--- src/rtl/irq_agg_pkg.sv ---
// Package: shared constants and types for the routed interrupt aggregator.
// Assumes a 32-bit data word and that the pending field starts at bit 16.
package irq_agg_pkg;
    localparam int DATA_W   = 32;
    localparam int PEND_LSB = 16;

    // Kind of register selected by a bus address.
    typedef enum logic [1:0] {
        REG_POL  = 2'd0,
        REG_LINE = 2'd1,
        REG_NONE = 2'd2
    } reg_kind_e;
endpackage

--- src/rtl/irq_agg_sync.sv ---
// Module: two-flop synchroniser followed by per-source polarity correction.
// Assumes: pol_i comes from a register in the same clock domain. The flops
// reset to RST_VAL so that idle active-low sources do not look active.
module irq_agg_sync #(
    parameter int NUM_SRC = 9,
    parameter logic [NUM_SRC-1:0] RST_VAL = '1
) (
    input  logic               clk,
    input  logic               rst_n,
    input  logic [NUM_SRC-1:0] src_i,
    input  logic [NUM_SRC-1:0] pol_i,
    output logic [NUM_SRC-1:0] act_o
);
    logic [NUM_SRC-1:0] meta_q;
    logic [NUM_SRC-1:0] sync_q;

    // Two-stage capture of the asynchronous source levels.
    always_ff @(posedge clk) begin
        if (!rst_n) begin
            meta_q <= RST_VAL;
            sync_q <= RST_VAL;
        end else begin
            meta_q <= src_i;
            sync_q <= meta_q;
        end
    end

    // Polarity: a 1 in pol_i means high is active, a 0 means low is active.
    for (genvar k = 0; k < NUM_SRC; k++) begin : g_pol
        always_comb act_o[k] = pol_i[k] ? sync_q[k] : ~sync_q[k];
    end


    sync_delay_chk: assert property (@(posedge clk) disable iff (!rst_n)
        (rst_n && $past(rst_n)) |=> (sync_q == $past(src_i, 2)));
endmodule

--- src/rtl/irq_agg_line.sv ---
// Module: one request line, holding enable and pending fields for every source.
// Assumes: act_i is synchronous and wr_i is a single-cycle write strobe.
// Pending bits follow a level: an active source sets its bit every cycle.
module irq_agg_line #(
    parameter int NUM_SRC = 9
) (
    input  logic               clk,
    input  logic               rst_n,
    input  logic               wr_i,
    input  logic [NUM_SRC-1:0] wen_i,
    input  logic [NUM_SRC-1:0] wclr_i,
    input  logic [NUM_SRC-1:0] act_i,
    output logic [NUM_SRC-1:0] en_o,
    output logic [NUM_SRC-1:0] pend_o,
    output logic               irq_o
);
    logic [NUM_SRC-1:0] en_q;
    logic [NUM_SRC-1:0] pend_q;
    logic [NUM_SRC-1:0] clr_mask;
    logic               req_any;

    // Clear mask applies only on a write strobe to this line.
    always_comb clr_mask = wr_i ? wclr_i : '0;

    // A line requests service when an enabled source is pending.
    always_comb req_any = |(en_q & pend_q);

    // Enable field storage, loaded whole on a write.
    always_ff @(posedge clk) begin
        if (!rst_n)    en_q <= '0;
        else if (wr_i) en_q <= wen_i;
    end

    // Pending capture: write-one clear first, then the active level sets again.
    always_ff @(posedge clk) begin
        if (!rst_n) pend_q <= '0;
        else        pend_q <= (pend_q & ~clr_mask) | act_i;
    end

    // Registered request output.
    always_ff @(posedge clk) begin
        if (!rst_n) irq_o <= 1'b0;
        else        irq_o <= req_any;
    end

    assign en_o   = en_q;
    assign pend_o = pend_q;


    pend_set_chk: assert property (@(posedge clk) disable iff (!rst_n)
        rst_n |=> ((~pend_q & $past(act_i)) == '0));


    pend_clear_chk: assert property (@(posedge clk) disable iff (!rst_n)
        (rst_n && wr_i) |=> ((pend_q & $past(wclr_i) & ~$past(act_i)) == '0));


    en_load_chk: assert property (@(posedge clk) disable iff (!rst_n)
        (rst_n && wr_i) |=> (en_q == $past(wen_i)));


    irq_rise_chk: assert property (@(posedge clk) disable iff (!rst_n)
        (rst_n && (|(en_q & pend_q))) |=> irq_o);


    irq_fall_chk: assert property (@(posedge clk) disable iff (!rst_n)
        (rst_n && !(|(en_q & pend_q))) |=> !irq_o);
endmodule

--- src/rtl/irq_agg_regs.sv ---
// Module: register decode, polarity storage and read multiplexer.
// Assumes word-aligned accesses. Any address with bits 1:0 non-zero selects
// nothing. Read data is combinational from the address.
module irq_agg_regs
    import irq_agg_pkg::*;
#(
    parameter int NUM_SRC   = 9,
    parameter int NUM_LINES = 3,
    parameter int ADDR_W    = 5
) (
    input  logic                              clk,
    input  logic                              rst_n,
    input  logic                              bus_sel,
    input  logic                              bus_wr,
    input  logic [ADDR_W-1:0]                 bus_addr,
    input  logic [DATA_W-1:0]                 bus_wdata,
    output logic [DATA_W-1:0]                 bus_rdata,
    input  logic [NUM_LINES-1:0][NUM_SRC-1:0] en_i,
    input  logic [NUM_LINES-1:0][NUM_SRC-1:0] pend_i,
    output logic [NUM_SRC-1:0]                pol_o,
    output logic [NUM_LINES-1:0]              line_wr_o,
    output logic [NUM_SRC-1:0]                wen_o,
    output logic [NUM_SRC-1:0]                wclr_o
);
    localparam int IDX_W = ADDR_W - 2;

    logic [IDX_W-1:0]     word_idx;
    logic                 aligned;
    logic                 wr_stb;
    reg_kind_e            kind;
    logic [NUM_LINES-1:0] line_hit;
    logic [NUM_SRC-1:0]   pol_q;

    always_comb word_idx = bus_addr[ADDR_W-1:2];
    always_comb aligned  = (bus_addr[1:0] == 2'b00);
    always_comb wr_stb   = bus_sel && bus_wr;

    // One-hot line selection from the word index (line n sits at word n+1).
    for (genvar n = 0; n < NUM_LINES; n++) begin : g_hit
        always_comb line_hit[n] = aligned && (word_idx == IDX_W'(n + 1));
    end

    // Classify the access.
    always_comb begin
        if (aligned && word_idx == '0) kind = REG_POL;
        else if (|line_hit)            kind = REG_LINE;
        else                           kind = REG_NONE;
    end

    // Polarity word storage.
    always_ff @(posedge clk) begin
        if (!rst_n)                           pol_q <= '0;
        else if (wr_stb && kind == REG_POL)   pol_q <= bus_wdata[NUM_SRC-1:0];
    end

    // Write strobes and field slices for the line registers.
    always_comb line_wr_o = wr_stb ? line_hit : '0;
    always_comb wen_o     = bus_wdata[NUM_SRC-1:0];
    always_comb wclr_o    = bus_wdata[PEND_LSB +: NUM_SRC];

    // Read multiplexer; unused bits and unmapped words return zero.
    always_comb begin
        bus_rdata = '0;
        case (kind)
            REG_POL: bus_rdata[NUM_SRC-1:0] = pol_q;
            REG_LINE: begin
                for (int n = 0; n < NUM_LINES; n++) begin
                    if (line_hit[n]) begin
                        bus_rdata[NUM_SRC-1:0]          = en_i[n];
                        bus_rdata[PEND_LSB +: NUM_SRC] = pend_i[n];
                    end
                end
            end
            default: bus_rdata = '0;
        endcase
    end

    assign pol_o = pol_q;


    pol_write_chk: assert property (@(posedge clk) disable iff (!rst_n)
        (rst_n && wr_stb && aligned && word_idx == '0) |=> (pol_o == $past(bus_wdata[NUM_SRC-1:0])));


    unmapped_read_chk: assert property (@(posedge clk) disable iff (!rst_n)
        (!aligned || word_idx > IDX_W'(NUM_LINES)) |-> (bus_rdata == '0));


    line_strobe_chk: assert property (@(posedge clk) disable iff (!rst_n)
        $onehot0(line_wr_o));
endmodule

--- src/rtl/irq_agg_top.sv ---
// Module: routed level interrupt aggregator top.
// Assumes one clock domain for the bus; the source inputs may be asynchronous.
// NUM_SRC must not exceed 16 so that the enable and pending fields fit the word.
module irq_agg_top #(
    parameter int NUM_SRC   = 9,
    parameter int NUM_LINES = 3,
    parameter int ADDR_W    = 5
) (
    input  logic                 clk,
    input  logic                 rst_n,
    input  logic                 bus_sel,
    input  logic                 bus_wr,
    input  logic [ADDR_W-1:0]    bus_addr,
    input  logic [31:0]          bus_wdata,
    output logic [31:0]          bus_rdata,
    input  logic [NUM_SRC-1:0]   src_in,
    output logic [NUM_LINES-1:0] irq_out
);
    logic [NUM_SRC-1:0]                pol;
    logic [NUM_SRC-1:0]                act;
    logic [NUM_LINES-1:0]              line_wr;
    logic [NUM_SRC-1:0]                wen;
    logic [NUM_SRC-1:0]                wclr;
    logic [NUM_LINES-1:0][NUM_SRC-1:0] en_all;
    logic [NUM_LINES-1:0][NUM_SRC-1:0] pend_all;

    irq_agg_regs #(
        .NUM_SRC(NUM_SRC), .NUM_LINES(NUM_LINES), .ADDR_W(ADDR_W)
    ) u_regs (
        .clk(clk), .rst_n(rst_n),
        .bus_sel(bus_sel), .bus_wr(bus_wr), .bus_addr(bus_addr),
        .bus_wdata(bus_wdata), .bus_rdata(bus_rdata),
        .en_i(en_all), .pend_i(pend_all),
        .pol_o(pol), .line_wr_o(line_wr), .wen_o(wen), .wclr_o(wclr)
    );

    irq_agg_sync #(
        .NUM_SRC(NUM_SRC), .RST_VAL({NUM_SRC{1'b1}})
    ) u_sync (
        .clk(clk), .rst_n(rst_n), .src_i(src_in), .pol_i(pol), .act_o(act)
    );

    // One line instance per request output.
    for (genvar n = 0; n < NUM_LINES; n++) begin : g_line
        irq_agg_line #(.NUM_SRC(NUM_SRC)) u_line (
            .clk(clk), .rst_n(rst_n),
            .wr_i(line_wr[n]), .wen_i(wen), .wclr_i(wclr), .act_i(act),
            .en_o(en_all[n]), .pend_o(pend_all[n]), .irq_o(irq_out[n])
        );
    end


    reset_out_chk: assert property (@(posedge clk)
        !rst_n |=> (irq_out == '0));
endmodule

--- config.mk ---
export PLATFORM = sky130hd
export DESIGN_NAME = irq_agg_top
export DESIGN_NICKNAME = d
export VERILOG_FILES = /design/src/rtl/irq_agg_pkg.sv /design/src/rtl/irq_agg_sync.sv /design/src/rtl/irq_agg_line.sv /design/src/rtl/irq_agg_regs.sv /design/src/rtl/irq_agg_top.sv
export SDC_FILE = /design/constraint.sdc
export NUM_CORES = 1
export LEC_CHECK = 0
export ABC_AREA = 1
export BUFFER_PORTS_ARGS = -buffer_cell sky130_fd_sc_hd__buf_2
export CORE_ASPECT_RATIO = 1.75
export CORE_UTILIZATION = 54
export DETAILED_ROUTE_END_ITERATION = 6
export HOLD_SLACK_MARGIN = 0.12
export PLACE_DENSITY = 0.87
export REMOVE_ABC_BUFFERS = 1
export SYNTH_ARGS = -nofsm -noshare
export SYNTH_HDL_FRONTEND = slang
export SYNTH_SLANG_ARGS = --single-unit
--- constraint.sdc ---
create_clock -name clk -period 1.5 [get_ports clk]
set_clock_uncertainty 0.1 [all_clocks]
set_input_delay 0.225 -clock clk [delete_from_list [all_inputs] [get_ports clk]]
set_output_delay 0.225 -clock clk [all_outputs]
set_load 0.05 [all_outputs]
==> results.toml, run 1 <==
[placed_design]
dp_slack_ps = -270
placed_area_mm2 = 0.00435
dp_hpwl_um = 7180
port_buffers = 56
place.gp.congestion = 0.895

[die]
start_util_pct = 56.6
dieHeight_um = 115
ios = 85
dieArea_mm2 = 0.00759
die_w_um = 66.3
rows = 40
core_area_mm2 = 0.00691

[setup_path]
cp_common_cell = "buf_6"
critPathCaptureType = "output port"
critPathLaunchType = "input pin"
critPathBufInv = 5
cp_max_fo = 7
worstPathArrival_ps = 1300
critPathTopFamily = "buffers and inverters"
slowest_delay_ps = 200
cp_cell_sequence = "buf_6 -> nor2_4 -> buf_6 -> nand2_4 -> inv_6 -> buf_12 -> nand2_2 -> nand4_1 -> buf_6"
required_ps = 1170
crit_slowest_cell = "nor2_4"
worstSetupPathType = "in -> out"

[global_routing]
antenna_found_initial = 0
grt.total_usage_pct = 34.8
grt_pass1_wl_um = 19500
grt_pass1_vias = 4007
grt_max_degree = 30
overflow = 0

[route]
drtIter0Drc = 529
vias_per_cell = 6.04
totalWireLength_um = 13500
dr.pass1.iters = 6
drc = 0
wl_per_cell_um = 19.5
antenna_left = 0
vias = 4202

[clock_network]
clkSinkCount = 84
clk_latency_ps = 340
cts_tree = "built"
clk_pin_slew_ps = 60
cts_buffers = 9
cts-root-buf = "clkbuf_16"
cts.path.max_buffers = 2
h-tree-depth = 3

[layout]
most-common-layout-cells = "nand2_1 (113), dfxtp_1 (84), nand4_1 (42)"
layout_commonest_cell = "nand2_1"
nets = 657
areaGrowthSynthToFinish_pct = 36.5
drive_gt1_share_pct = 31.7
nFillCells = 425
insertedDiodeCount = 0
final_cell_area_mm2 = 0.00533
fin_util_pct = 77.2

[yosys]
synthFlopType = "dfxtp_1"
synth-edff-count = 0
synth_cells = 513
syn_area_mm2 = 0.00391
ys_ff_latch = 84
ys_types = 29
ys_seq_area_share_pct = 43.0
async_flop_share_pct = 0
yosysWarningCount = 0
avgSynthCellArea_um2 = 7.61

[pwr]
finalPower_mw = 5.09
seqPwrFrac_pct = 46.5
leakage_nw = 2.35
p_sw_mw = 1.29
irDropWorstVdd_v = 0.000736
p_sw_share_pct = 25.4
p_comb_share_pct = 11.8
powerDensity_mw_per_mm2 = 955
p_clk_share_pct = 41.7
p_int_mw = 3.80

[sta]
final.period_utilization_pct = 109
finalSetupViolCount = 18
finalCriticalPeriod_ps = 1630
finalWorstSetupSlack_ps = -128
max_freq_ghz = 0.614
finalHoldViolCount = 0
rsz0062_at_grt = "yes"
slew_viol_final = 0

[job]
cap_violations = 0

[outcome]
status = "finished with violations"
violations = "setup timing"

[worst_hold_path]
hold_class = "in -> reg"
## worst min-delay path: stages
cell and delay [ps]:
buf_2 100, nand4_1 80, nand2_1 60, a21oi_1 50
## state kept, by name, indices dropped and copies added (netlist names)
signal                count
g_line.u_line.en_o       27
u_regs.pol_o              9
u_sync.sync_q             9
g_line.u_line.pend_o     27
u_sync.meta_q             9
g_line.u_line.irq_o       3
## cell families (layout without fill, tap and decap cells)
family	Yosys count	in the layout	synth area share (%)
buf+inv	66	151	9.87
other cells	1	14	0.0960
simple gates	296	297	37.7
xor+xnor	9	9	2.02
compound gates	57	57	7.30
flops	84	84	43.0
## per-stage QoR
stage	hold slack (ps)	setup TNS (ps)	std cells
after floorplan	232	-16890	485
after global placement	294	-4000	650
after detailed placement	301	-5160	650
after CTS	127	-392	694
after global routing	155	-2030	696
final	124	-1600	696
## final timing paths
check / startpoint / end / slack (ps) / depth (start not counted)
hold / removal: bus_wdata[19] / g_line[2].u_line.pend_o[3]$_SDFF_PN0_ / 120 / 4
setup reg to reg: g_line[1].u_line.pend_o[6]$_SDFF_PN0_ / g_line[1].u_line.irq_o$_SDFF_PN0_ / 390 / 4
hold reg to reg: u_sync.meta_q[2]$_SDFF_PN1_ / u_sync.sync_q[2]$_SDFF_PN1_ / 310 / 1
setup / recovery: bus_addr[1] / bus_rdata[0] / -130 / 9
## synthesized netlist by cell type, types with 2 or more instances
library cell  count  area [µm²]
nand2_4           2        22.5
nor2_2           18         113
inv_2             3        11.3
o21ai_0           8        40.0
clkbuf_1          9        33.8
nand3_1          27         135
buf_2             7        35.0
inv_1            20        75.1
xor2_1            9        78.8
nand4_1          42         263
nor2_8            3        60.1
buf_4            22         165
o21ai_1          10        50.1
nor2_4            4        45.0
nor2_1           39         146
dfxtp_1          84        1680
a21oi_1          39         195
or2_2            18         113
nand2_1         139         522
## final cells by class
class                   instances  area, µm²  share of cell area, %
clock inverters                 1       5.00                 0.0939
inverters                      25        121                   2.28
flip-flops and latches         84       1680                   31.5
multi-input cells             377       2040                   38.4
well taps                      84        105                   1.97
repair buffers                110       1090                   20.5
clock buffers                  15        278                   5.21
## power groups by stage
stage,logic [mW],clock network (mW),registers (mW)
2_1_floorplan,0.275,0,2.39
3_3_place_gp,0.449,0,2.40
3_5_place_dp,0.463,0,2.40
4_1_cts,0.550,2.11,2.35
5_1_grt,0.632,2.20,2.37
6_report,0.601,2.12,2.37
## per-layer routing
layer  track usage, %  up-vias  wire, µm
li1                 -     1836         -
met1             38.1     1917      4540
met2             58.0      335      6690
met3             6.37      114      1270
met4             26.4        0      1050
met5                0        -         0
## timing repair
action / in CTS / in global routing
buffers inserted: 6 / 1
pin swaps: 14 / 17
gates resized for setup: 61 / 47
hold endpoints to repair: 25 / 0
hold buffers: 19 / 0
cloned: 3 / 1
setup endpoints to repair: 18 / 38
Note: power is estimated with default switching activity, not from simulation.
==> run 2, diff against run 1 <==
- CORE_UTILIZATION: 54 -> 49
- PLACE_DENSITY: 0.87 -> 0.84
- SYNTH_HIERARCHICAL: not set -> 1
- clock period: 1.5 -> 1.4 ns (I/O delays scaled with it)
==> run 2 against run 1 <==
Against the previous run:
- the run ends with DRC, setup timing left
- combinational power rose by 8.7%
- critical path depth fell by 3
- sequential cell count did not move
- critical path type unchanged
- largest cell class unchanged
==> results.toml, run 2 <==
[yosys]
synth_area_leaders = "dfxtp_1 (41%), nand2_1 (14%), nor2_1 (9.7%)"
syn_area_mm2 = 0.00408
synth_common_cells = "nand2_1 (149), nor2_1 (105), dfxtp_1 (84)"
synth_top_area_share_pct = 41.2
async_flop_share_pct = 0
synthFlopType = "dfxtp_1"
ys_types = 25
synth-edff-count = 0
synth_cells = 591
yosysWarningCount = 6
ys_ff_latch = 84
yosysMostFrequentCell = "nand2_1"
synth_top_area_cell = "dfxtp_1"
avgSynthCellArea_um2 = 6.90
ys_seq_area_share_pct = 41.2

[die]
ios = 85
start_util_pct = 50.9
die_w_um = 71.0
rows = 43
dieHeight_um = 123
core_area_mm2 = 0.00802
dieArea_mm2 = 0.00871

[clock_network]
h-tree-depth = 3
clkSinkCount = 84
cts_tree = "built"
cts_buffers = 9
cts-root-buf = "clkbuf_16"
cts.path.max_buffers = 2
clk_latency_ps = 350
clk_pin_slew_ps = 60

[route]
vias = 4700
antenna_left = 0
drc = 7
drtIter0Drc = 798
vias_per_cell = 6.00
totalWireLength_um = 15000
dr.pass1.iters = 7
wl_per_cell_um = 19.1

[setup_path]
required_ps = 1090
cp_max_fo = 18
worstPathArrival_ps = 1450
worstSetupPathType = "in -> out"
critPathCaptureType = "output port"
critPathLaunchType = "input pin"
regToRegStartpoint = "g_line[1].u_line/pend_o[8]$_SDFF_PN0_"
crit_start = "bus_addr[1]"

[sta]
max_slew_margin_pct = 66.9
slew_viol_final = 0
max_freq_ghz = 0.569
rsz0062_at_grt = "yes"
finalCriticalPeriod_ps = 1760
worstMarginPinSlew_ps = 494
final.period_utilization_pct = 126
finalWorstSetupSlack_ps = -359
finalHoldViolCount = 0
finalSetupViolCount = 44

[layout]
fin_util_pct = 70.6
most-common-layout-cells = "nand2_1 (120), nor2_1 (101), dfxtp_1 (84)"
layout_commonest_cell = "nand2_1"
nets = 739
drive_gt1_share_pct = 27.8
areaGrowthSynthToFinish_pct = 38.8
insertedDiodeCount = 0

[worst_hold_path]
hold_class = "in -> reg"
hold_start = "bus_wdata[23]"

[placed_design]
port_buffers = 56
dp_hpwl_um = 8100
place.gp.congestion = 0.931

[pwr]
irDropWorstVdd_v = 0.000830
finalPower_mw = 5.40
powerDensity_mw_per_mm2 = 954
leakage_nw = 2.93

[global_routing]
grt_pass1_wl_um = 20600
grt_max_degree = 45
grt_pass1_vias = 4251
grt.total_usage_pct = 31.4
overflow = 0
antenna_found_initial = 0

[outcome]
violations = "DRC, setup timing"
status = "finished with violations"

[job]
cap_violations = 0
## run 2: cell count changes in the layout (fill, tap and decap cells not counted), moves of 8 or more
cell / before / now
nor2_1: 39 / 101
nand3_1: 18 / 29
o21ai_1: 10 / 1
xor2_1: 9 / 0
nand2_4: 9 / 17
or2_2: 18 / 0
a21oi_1: 39 / 15
a21oi_2: 0 / 11
o21ai_0: 8 / 25
nor2_2: 18 / 5
inv_1: 20 / 54
nand4_1: 42 / 27
## run 2: cell type report
cell class	count	area (µm²)
inverters	64	245
well taps	90	113
multi-input cells	403	2120
clock buffers	10	239
fillers	550	2360
clock inverters	5	28.8
flip-flops and latches	84	1680
repair buffers	127	1240
## run 2: worst max-delay path: stages
cell and delay [ps]:
buf_8 100, nor2_4 210, buf_4 300, nand4_1 280, nand3_4 180, buf_8 160
## run 2: where the power goes
group / total [mW] / internal (mW) / switching, mW / leakage (nW)
Combinational: 0.653 / 0.237 / 0.416 / 2.10
Clock: 2.21 / 1.23 / 0.985 / 0.138
Sequential: 2.53 / 2.47 / 0.0666 / 0.685
## run 2: logic make-up (layout without fill, tap and decap cells)
group	Yosys count	in the layout	synth area share, %
AND/OR/NAND/NOR	335	335	35.8
other	1	14	0.0919
AO/OA/AOI/OAI	54	54	6.63
flip-flops	84	84	41.2
buffers and inverters	117	206	16.3
## run 2: per-layer routing
layer | wire length, µm | GRT usage [%] | share of wire [%]
met4 | 1310 | 21.9 | 8.8
met2 | 6960 | 54.0 | 47
met3 | 1810 | 7.47 | 12
met1 | 4880 | 33.6 | 33
met5 | 0 | 0 | 0
## run 2: worst paths after layout
path	end	slack (ps)	cells after the start
worst max-delay path	bus_rdata[24]	-360	6
worst min-delay path	g_line[2].u_line/pend_o[7]$_SDFF_PN0_	120	4
worst max register to register	g_line[1].u_line/irq_o$_SDFF_PN0_	170	6
worst min register to register	u_sync/sync_q[1]$_SDFF_PN1_	300	2
## run 2: stage by stage
step	setup WS, ps	area, µm²	setup TNS [ps]	instances	hold slack, ps
after floorplan	-1830	3700	-105480	551	179
after global placement	-369	4430	-19110	727	277
after detailed placement	-417	4430	-23810	727	284
after CTS	-201	5350	-3980	773	138
after global routing	-310	5660	-6940	783	147
final	-359	5660	-5220	783	119
## run 2: what timing repair did
action / CTS / global route
setup buffers: 4 / 8
pin swaps: 6 / 25
cloned: 2 / 4
hold endpoints to repair: 56 / 0
setup endpoints to repair: 21 / 57
hold buffers: 26 / 0
gates resized for setup: 85 / 65
==> run 3, diff against run 2 <==
- ABC_AREA: 1 -> not set
- SETUP_SLACK_MARGIN: not set -> 0.15
- SYNTH_HIERARCHICAL: 1 -> not set
==> run 3 against run 2 <==
Against the previous run:
- area after synthesis shrank 7.0%
- critical endpoint is now bus_rdata[2]
- routed wire length shrank 2.7%
- synthesized cell count shrank 37%
- the flow still finishes with violations (DRC, setup timing)
- sequential share of layout area shrank 0.97 points
- worst setup slack lost 15 ps
- die area shrank 6.8%
- first-iteration DRC count shrank 28%
- final area grew 6.0%
- critical path depth shrank 3
- via count shrank 16%
- non-clock buffer count grew 37
- count of clock-buffer cells in the layout grew 1
- critical path type is now reg -> out
==> results.toml, run 3 <==
[setup_path]
cp_cell_sequence = "mux4_2 -> and2_4 -> buf_8"
required_ps = 1090
critPathBufInv = 1
critPathCaptureType = "output port"
worstPathArrival_ps = 1460
critPathLaunchType = "register"
crit_slowest_cell = "mux4_2"
slowest_delay_ps = 470
r2r_cells = 4
cp.depth = 3
cp_max_fo = 2
worstSetupPathType = "reg -> out"
critPathTopFamily = "multiplexers"

[sta]
fin_setup_tns_ps = -5470
max_slew_margin_pct = 65.6
finalSetupViolCount = 19
finalHoldViolCount = 0
max_freq_ghz = 0.564
rsz0062_at_grt = "yes"
final.period_utilization_pct = 127
holdWs_ps = 140
slew_viol_final = 0
finalCriticalPeriod_ps = 1770
finalWorstSetupSlack_ps = -374
worstMarginPinSlew_ps = 516

[yosys]
async_flop_share_pct = 0
synth_top_area_cell = "dfxtp_1"
ys_types = 30
ys_ff_latch = 84
yosysWarningCount = 0
synth_common_cells = "dfxtp_1 (84), nand2_1 (45), mux2i_1 (36)"
synth_area_leaders = "dfxtp_1 (44%), mux2i_1 (9.5%), a41oi_1 (6.2%)"
synthFlopType = "dfxtp_1"
synth-edff-count = 0
ys_seq_area_share_pct = 44.3
yosysMostFrequentCell = "dfxtp_1"
syn_area_mm2 = 0.00379
avgSynthCellArea_um2 = 10.2
synth_cells = 372
synth_top_area_share_pct = 44.3

[clock_network]
clk_latency_ps = 350
h-tree-depth = 3
cts-root-buf = "clkbuf_16"
clkSinkCount = 84
clk_pin_slew_ps = 60
cts.path.max_buffers = 2
cts_tree = "built"
cts_buffers = 9

[outcome]
violations = "DRC, setup timing"
status = "finished with violations"

[pwr]
p_sw_share_pct = 25.1
seqPwrFrac_pct = 43.2
p_int_mw = 4.41
p_comb_share_pct = 12.7
p_sw_mw = 1.48
leakage_nw = 2.48
powerDensity_mw_per_mm2 = 981
irDropWorstVdd_v = 0.00111
p_clk_share_pct = 44.1

[global_routing]
grt_pass1_vias = 3886
overflow = 0
grt_pass1_wl_um = 20800
grt_max_degree = 81
antenna_found_initial = 0
grt.total_usage_pct = 36.5

[die]
die_w_um = 68.5
dieArea_mm2 = 0.00811
dieHeight_um = 118
start_util_pct = 50.5
ios = 85
core_area_mm2 = 0.00751
rows = 42

[placed_design]
dp_slack_ps = -331
dp_hpwl_um = 7220
port_buffers = 56
placed_area_mm2 = 0.00455
dp_cells = 552
place.gp.congestion = 0.900

[layout]
layout_commonest_cell = "buf_4"
instances_no_fill = 609
nets = 566
drive_gt1_share_pct = 50.1
final_cell_area_mm2 = 0.00600
areaGrowthSynthToFinish_pct = 58.1
most-common-layout-cells = "buf_4 (58), dfxtp_1 (50), nand2_1 (45)"
insertedDiodeCount = 0

[route]
wl_met3_um = 1540
vias = 3967
maxUsedRoutingLayer = "met4"
wl_met1_um = 4930
wl_per_cell_um = 23.9
met2_length_um = 6900
vias_per_cell = 6.51
dr.pass1.iters = 7
totalWireLength_um = 14600
drc = 50
drtIter0Drc = 576
antenna_left = 0

[worst_hold_path]
min_delay_path_depth = 3
hold_class = "in -> reg"

[job]
cap_violations = 0
## run 3: power by group through the flow
stage	Combinational, mW	Clock (mW)	Sequential, mW
6_report	0.745	2.60	2.55
3_5_place_dp	0.505	0	2.56
3_3_place_gp	0.488	0	2.56
2_1_floorplan	0.260	0	2.55
4_1_cts	0.656	2.56	2.52
5_1_grt	0.775	2.72	2.55
## run 3: worst min-delay path, cell delays in order
cell and delay (ps):
buf_2 100, nand2_1 150, mux2i_2 90
## run 3: worst paths after layout
| path | start | to | slack [ps] |
|---|---|---|---|
| worst max-delay path | g_line[1].u_line.en_o[2]$_SDFFE_PN0N_ | bus_rdata[2] | -370 |
| worst min-delay path | bus_wdata[5] | u_regs.pol_o[5]$_SDFFE_PN0P_ | 140 |
| worst max register to register | g_line[0].u_line.pend_o[6]$_SDFF_PN0_ | g_line[0].u_line.irq_o$_SDFF_PN0_ | -110 |
| worst min register to register | u_sync.meta_q[5]$_SDFF_PN1_ | u_sync.sync_q[5]$_SDFF_PN1_ | 310 |
## run 3: area by class of cell
type,instances,area [µm²]
fillers,399,1520
multi-input cells,256,2280
flip-flops and latches,84,1720
well taps,88,110
inverters,1,3.75
repair buffers,164,1560
clock inverters,5,75.1
clock buffers,11,243
## run 3: repair_timing
| action | CTS | global route |
|---|---|---|
| hold buffers | 24 | 0 |
| setup endpoints to repair | 24 | 71 |
| gates resized for setup | 112 | 70 |
| gates cloned | 5 | 0 |
| endpoints found under the hold margin | 55 | 0 |
| setup buffers | 8 | 4 |
| pin swaps | 18 | 10 |
## run 3: cell families (layout without fill, tap and decap cells)
group           after synthesis  count (layout)  share of synthesized area [%]
mux                          54              54                           17.5
other cells                   1              14                         0.0988
simple gates                 92              92                           11.9
flops                        84              84                           44.3
compound gates               78              78                           14.8
buf+inv                      45             181                           7.19
xor+xnor                     18              18                           4.15
## run 3: per-stage QoR
step / power, mW / utilization [%]
2_1_floorplan: 2.81 / -
3_3_place_gp: 3.05 / 60.5
3_5_place_dp: 3.07 / 60.5
4_1_cts: 5.74 / 75.2
5_1_grt: 6.05 / 79.8
6_report: 5.89 / 79.8
## run 3: layer usage
| metal | track usage (%) | vias to the layer above |
|---|---|---|
| li1 | - | 1623 |
| met1 | 40.3 | 1860 |
| met2 | 53.2 | 358 |
| met3 | 12.0 | 126 |
| met4 | 32.8 | 0 |
| met5 | 0 | - |
